===== config.mk =====
export PLATFORM = sky130hd
export DESIGN_NAME = mbox_flag_ctrl
export DESIGN_NICKNAME = d
export VERILOG_FILES = /design/src/rtl/mbox_pkg.sv /design/src/rtl/mbox_bank.sv /design/src/rtl/mbox_irq.sv /design/src/rtl/mbox_flag_ctrl.sv
export SDC_FILE = /design/constraint.sdc
export NUM_CORES = 1
export LEC_CHECK = 0
export BUFFER_PORTS_ARGS = -buffer_cell sky130_fd_sc_hd__buf_4
export CORE_UTILIZATION = 47
export DETAILED_ROUTE_END_ITERATION = 8
export PLACE_DENSITY = 0.7
export SLEW_MARGIN = 15
export SYNTH_ARGS = -nofsm -noshare
export SYNTH_HDL_FRONTEND = slang
export SYNTH_SLANG_ARGS = --single-unit

===== constraint.sdc =====
create_clock -name clk -period 1.6 [get_ports clk]
set_input_delay 0.08 -clock clk [delete_from_list [all_inputs] [get_ports clk]]
set_output_delay 0.08 -clock clk [all_outputs]
set_load 0.01 [all_outputs]

===== src/rtl/mbox_pkg.sv =====
package mbox_pkg;

    localparam int MAX_CH   = 16;
    localparam int NUM_PROC = 2;

    localparam logic [11:0] ADDR_CFG = 12'h3F0;
    localparam logic [11:0] ADDR_VER = 12'h3F4;

    typedef enum logic [1:0] {
        REG_CTRL   = 2'd0,
        REG_MASK   = 2'd1,
        REG_SETCLR = 2'd2,
        REG_STATUS = 2'd3
    } reg_sel_e;

    typedef struct packed {
        logic              rx_en;
        logic              tx_en;
        logic [MAX_CH-1:0] rx_mask;
        logic [MAX_CH-1:0] tx_mask;
        logic [MAX_CH-1:0] flags;
    } bank_t;

    function automatic logic [MAX_CH-1:0] chan_valid(input int n);
        logic [MAX_CH-1:0] m;
        for (int i = 0; i < MAX_CH; i++) m[i] = (i < n);
        return m;
    endfunction

endpackage


===== src/rtl/mbox_bank.sv =====
module mbox_bank
    import mbox_pkg::*;
#(
    parameter int NUM_CH = 8
) (
    input  logic              clk,
    input  logic              rst,
    input  logic              wr_ctrl,
    input  logic              wr_mask,
    input  logic [31:0]       wdata,
    input  logic [MAX_CH-1:0] set_vec,
    input  logic [MAX_CH-1:0] clr_vec,
    output bank_t             st
);
    localparam logic [MAX_CH-1:0] VALID = chan_valid(NUM_CH);

    always_ff @(posedge clk) begin
        if (rst) begin
            st <= '0;
        end else begin
            if (wr_ctrl) begin
                st.rx_en <= wdata[0];
                st.tx_en <= wdata[16];
            end
            if (wr_mask) begin
                st.rx_mask <= wdata[15:0]  & VALID;
                st.tx_mask <= wdata[31:16] & VALID;
            end
            st.flags <= (st.flags | (set_vec & VALID)) & ~clr_vec;
        end
    end

    // a set request raises the addressed flags at the next edge
    p_set_raises_r4: assert property (@(posedge clk) disable iff (rst)
        ((set_vec & VALID) != '0) |=>
        ((st.flags & $past(set_vec & VALID)) == $past(set_vec & VALID)));

    // a clear request from the peer drops the addressed flags
    p_clr_drops_r5: assert property (@(posedge clk) disable iff (rst)
        (clr_vec != '0 && set_vec == '0) |=> ((st.flags & $past(clr_vec)) == '0));

    // without set or clear requests the flags hold
    p_flags_hold_r6: assert property (@(posedge clk) disable iff (rst)
        (set_vec == '0 && clr_vec == '0) |=> $stable(st.flags));

    // bits above the channel count never store a value
    p_unused_bits_r3: assert property (@(posedge clk) disable iff (rst)
        ((st.flags | st.rx_mask | st.tx_mask) & ~VALID) == '0);

endmodule


===== src/rtl/mbox_irq.sv =====
module mbox_irq
    import mbox_pkg::*;
#(
    parameter int NUM_CH = 8
) (
    input  bank_t             own,
    input  logic [MAX_CH-1:0] peer_flags,
    output logic              irq_rx,
    output logic              irq_txfree
);
    localparam logic [MAX_CH-1:0] VALID = chan_valid(NUM_CH);

    logic [MAX_CH-1:0] rx_pending;
    logic [MAX_CH-1:0] tx_free;

    always_comb begin
        rx_pending = peer_flags & ~own.rx_mask;
        tx_free    = ~own.flags & ~own.tx_mask & VALID;
        irq_rx     = own.rx_en & (|rx_pending);
        irq_txfree = own.tx_en & (|tx_free);
    end

endmodule


===== src/rtl/mbox_flag_ctrl.sv =====
module mbox_flag_ctrl
    import mbox_pkg::*;
#(
    parameter int         NUM_CH    = 8,
    parameter logic [3:0] VER_MAJOR = 4'd1,
    parameter logic [3:0] VER_MINOR = 4'd2
) (
    input  logic        clk,
    input  logic        rst,
    input  logic        wr_en,
    input  logic [11:0] addr,
    input  logic [31:0] wdata,
    output logic [31:0] rdata,
    output logic [1:0]  irq_rx,
    output logic [1:0]  irq_txfree
);
    localparam logic [MAX_CH-1:0] VALID = chan_valid(NUM_CH);

    bank_t             st      [NUM_PROC];
    logic              wr_ctrl [NUM_PROC];
    logic              wr_mask [NUM_PROC];
    logic [MAX_CH-1:0] set_vec [NUM_PROC];
    logic [MAX_CH-1:0] clr_vec [NUM_PROC];

    logic     bank_hit;
    logic     bank_idx;
    reg_sel_e sel;

    assign bank_hit = (addr[1:0] == 2'b00) && (addr[11:5] == '0);
    assign bank_idx = addr[4];
    assign sel      = reg_sel_e'(addr[3:2]);

    for (genvar p = 0; p < NUM_PROC; p++) begin : g_proc
        localparam int PEER = 1 - p;
        logic hit_own;
        logic hit_peer;

        assign hit_own  = wr_en && bank_hit && (bank_idx == 1'(p));
        assign hit_peer = wr_en && bank_hit && (bank_idx == 1'(PEER));

        always_comb begin
            wr_ctrl[p] = hit_own && (sel == REG_CTRL);
            wr_mask[p] = hit_own && (sel == REG_MASK);
            set_vec[p] = (hit_own  && sel == REG_SETCLR) ? wdata[31:16] : '0;
            clr_vec[p] = (hit_peer && sel == REG_SETCLR) ? wdata[15:0]  : '0;
        end

        mbox_bank #(.NUM_CH(NUM_CH)) i_bank (
            .clk     (clk),
            .rst     (rst),
            .wr_ctrl (wr_ctrl[p]),
            .wr_mask (wr_mask[p]),
            .wdata   (wdata),
            .set_vec (set_vec[p]),
            .clr_vec (clr_vec[p]),
            .st      (st[p])
        );

        mbox_irq #(.NUM_CH(NUM_CH)) i_irq (
            .own        (st[p]),
            .peer_flags (st[PEER].flags),
            .irq_rx     (irq_rx[p]),
            .irq_txfree (irq_txfree[p])
        );

        // a receive interrupt needs a peer flag up
        p_rx_needs_flag_r7: assert property (@(posedge clk) disable iff (rst)
            irq_rx[p] |-> (st[PEER].flags != '0));

        // a transmit-free interrupt needs an own flag down
        p_txfree_needs_gap_r8: assert property (@(posedge clk) disable iff (rst)
            irq_txfree[p] |-> ((st[p].flags & VALID) != VALID));
    end

    always_comb begin
        rdata = '0;
        if (bank_hit) begin
            unique case (sel)
                REG_CTRL:   rdata = {15'd0, st[bank_idx].tx_en, 15'd0, st[bank_idx].rx_en};
                REG_MASK:   rdata = {st[bank_idx].tx_mask, st[bank_idx].rx_mask};
                REG_SETCLR: rdata = '0;
                REG_STATUS: rdata = {16'd0, st[bank_idx].flags};
            endcase
        end else if (addr == ADDR_CFG) begin
            rdata = 32'(NUM_CH);
        end else if (addr == ADDR_VER) begin
            rdata = {24'd0, VER_MAJOR, VER_MINOR};
        end
    end

    // the set/clear register reads back as zero
    p_setclr_reads_zero_r6: assert property (@(posedge clk) disable iff (rst)
        (bank_hit && sel == REG_SETCLR) |-> (rdata == '0));

    // interrupts move only at an edge that sampled a write
    p_irq_quiet_r12: assert property (@(posedge clk) disable iff (rst)
        !wr_en |=> ($stable(irq_rx) && $stable(irq_txfree)));

endmodule


==> impl_metrics.ini <==
[setup_path]
end_kind = output pin
path_buf_inv = 1
startpoint = g_proc[1].i_bank.st[14]$_SDFF_PP0_
critPathTopFamily = simple AND/OR/NAND/NOR gates
cp_cell_sequence = nor4_2, nand2_1, o31a_1, buf_6
slowest_stage = dfxtp_2
path_class = reg -> out
critical_path.max_stage_delay_ns = 0.34
timing.rr.start = g_proc[1].i_bank.st[7]$_SDFF_PP0_
start_kind = register
cp_max_fo = 3
arrival_ns = 1.53
cp.required_ns = 1.52

[hold_path]
min_from = wdata[23]
hp-class = in -> reg

[sta]
finalSetupTns_ns = -0.01114
slew_violations = 0
finalCriticalPeriod_ns = 1.611
max_freq_mhz = 620.7
fin_skew_ns = 0
setup_violations = 1
period_share = 1.007
hold_slack_ns = 0.05652
rsz0062_at_grt = true
fin_ws_ns = -0.01114
final_hold_viol_count = 0

[layout]
synthToLayoutAreaGrowth_pct = 26.54
instances_no_fill = 595
final_net_count = 532
fin_area_sq_um = 4987
regMostFlops = g_proc.i_bank.st
antenna_cells = 0
largest_reg_flops = 68
reg_top3 = g_proc.i_bank.st (68)
utilization = 0.6100
drive_gt1_frac = 0.2980

[yosys]
synth_area_leaders = dfxtp_1 (35%), mux2i_1 (13%), nand2b_1 (10%)
synth_top_area_share = 0.3454
ys.flop_type = dfxtp_1
synth_area_leader_cell = dfxtp_1
yosysWarnings = 0
async_flop_share = 0
syn_area_sq_um = 3941
synth_cell_types = 42
ys_ff_latch = 68
syn_inst = 407
yosysSeqAreaShare = 0.3454
synth_edf_count = 0
syn_area_per_cell_sq_um = 9.684

[place]
port_buffers = 66
placed_area_sq_um = 4538
gp_congestion = 0.8697
dp.cells = 559
place_ws_ns = 0.09345
dp_hpwl_um = 7971

[outcome]
outcome = complete, but fails checks
violations = setup timing

[power]
power_mw = 3.303
p_sw_frac = 0.2538
intPower_mw = 2.465
p_leak_nw = 1.904
seqPwrFrac = 0.511
p_clk_frac = 0.376
powerDensity_nw_per_um2 = 662.2
pwr-share-comb = 0.113
power_switching_mw = 0.8381
peakVddDrop_uv = 575.5

[die]
start_util = 0.4821
die_w_um = 93.58
core_area_sq_um = 8175
die_height_um = 93.58
placementRows = 33
dieArea_sq_um = 8756
design.portCount = 83

[grt]
grt_pass1_vias = 3378
grt_first_pass_wirelength_um = 17530
grt_max_degree = 54
antenna_found_initial = 0
gr-total-overflow = 0
track_usage = 0.2602

[route]
drtIter0Drc = 317
route.vias.total = 3598
drt-pass1-iter-count = 5
post_drt_wl_per_cell_um = 18.77
drc = 0
drtAntennaViolNets = 0
wl_um = 11170
avgViaCountPerCell = 6.047

[clock_tree]
cts_root_buf = clkbuf_8
clk_pin_slew_ns = 0.08
h-tree-depth = 3
cts_inserted_buffers = 9
clk_path_buf_depth = 2
worstSkewPairLatency_ns = 0.34
cts_tree = done
cts.sinks = 68

[run]
cap_violations = 0
==> repair_timing <==
action                                 CTS  global route
gates resized for setup                  4            25
hold buffers                            16             0
gates cloned                             0             0
setup buffers                            0             4
setup endpoints to repair                3            14
pin swaps                                4             8
endpoints found under the hold margin   32             0
==> layout make-up <==
cell class | count | area (sq um)
timing repair buffer | 107 | 888.4
clock inverter | 4 | 25.02
fill | 707 | 3188
sequential | 68 | 1383
multi-input combinational | 276 | 2328
clock buffer | 12 | 145.1
inverter | 23 | 86.33
tap | 105 | 131.4
==> worst register-to-register path: cells and delay by family, from the launching register on <==
family | cells | cell delay [ns]
flip-flops | 1 | 0.43
AO/OA/AOI/OAI | 2 | 0.35
==> synth_stat cells (3+ instances only) <==
cell and count:
nor4_1 5, o22ai_1 10, nor2b_1 6, clkbuf_1 20
mux2i_1 51, and4_1 4, a311oi_1 32, nor4bb_1 8
inv_1 23, a41oi_1 16, nand2b_1 64, nand4_1 7
nor2_1 19, and4b_1 8, mux4_2 8, buf_4 13
dfxtp_1 68, o2111ai_1 4, buf_2 10, mux2_2 3
==> path summary, 6_finish.rpt <==
| kind | cells past startpoint | slack (ns) | endpoint |
|---|---|---|---|
| min | 3 | 0.06 | g_proc[1].i_bank.st[23]$_SDFFE_PP0P_ |
| max | 4 | -0.01 | irq_rx[0] |
| max reg2reg | 2 | 0.72 | g_proc[1].i_bank.st[7]$_SDFF_PP0_ |
| min reg2reg | 2 | 0.46 | g_proc[1].i_bank.st[14]$_SDFF_PP0_ |
==> power groups by stage <==
stage / clock (mW) / sequential (mW) / combinational, mW
final: 1.24 / 1.69 / 0.372
after global routing: 1.35 / 1.69 / 0.396
after global placement: 0 / 1.73 / 0.329
after CTS: 1.25 / 1.69 / 0.366
after floorplan: 0 / 1.73 / 0.190
after detailed placement: 0 / 1.73 / 0.335
==> metal layers <==
layer  vias to the layer above  global-route usage  routed length (um)
li1                       1668                   -                   -
met1                      1714              0.3600                4781
met2                       179              0.4136                5266
met3                        37             0.03415                 786
met4                         0             0.09487                 336
met5                         -                   0                   0
==> kinds of logic after synthesis <==
logic type | after synthesis | synth area share
AO/OA/AOI/OAI | 70 | 0.1489
buffers and inverters | 70 | 0.08635
flip-flops | 68 | 0.3454
multiplexers | 62 | 0.1838
other | 1 | 0.0009515
AND/OR/NAND/NOR | 136 | 0.2346
==> cell usage in the layout (no fill, tap or decap), drive strengths merged, types with 3 or more instances in the layout <==
cell type / instances
buf: 91
dfxtp: 68
nand2b: 64
mux2i: 51
a311oi: 32
inv: 23
nor2: 19
a41oi: 16
dlygate4sd3: 16
clkbuf: 12
o22ai: 10
mux4: 8
and4b: 8
nor4bb: 8
conb: 8
nand4: 8
nor2b: 6
nor4: 6
and4: 4
o2111ai: 4
mux2: 3
nor3b: 3
(Power assumes the default switching activity.)
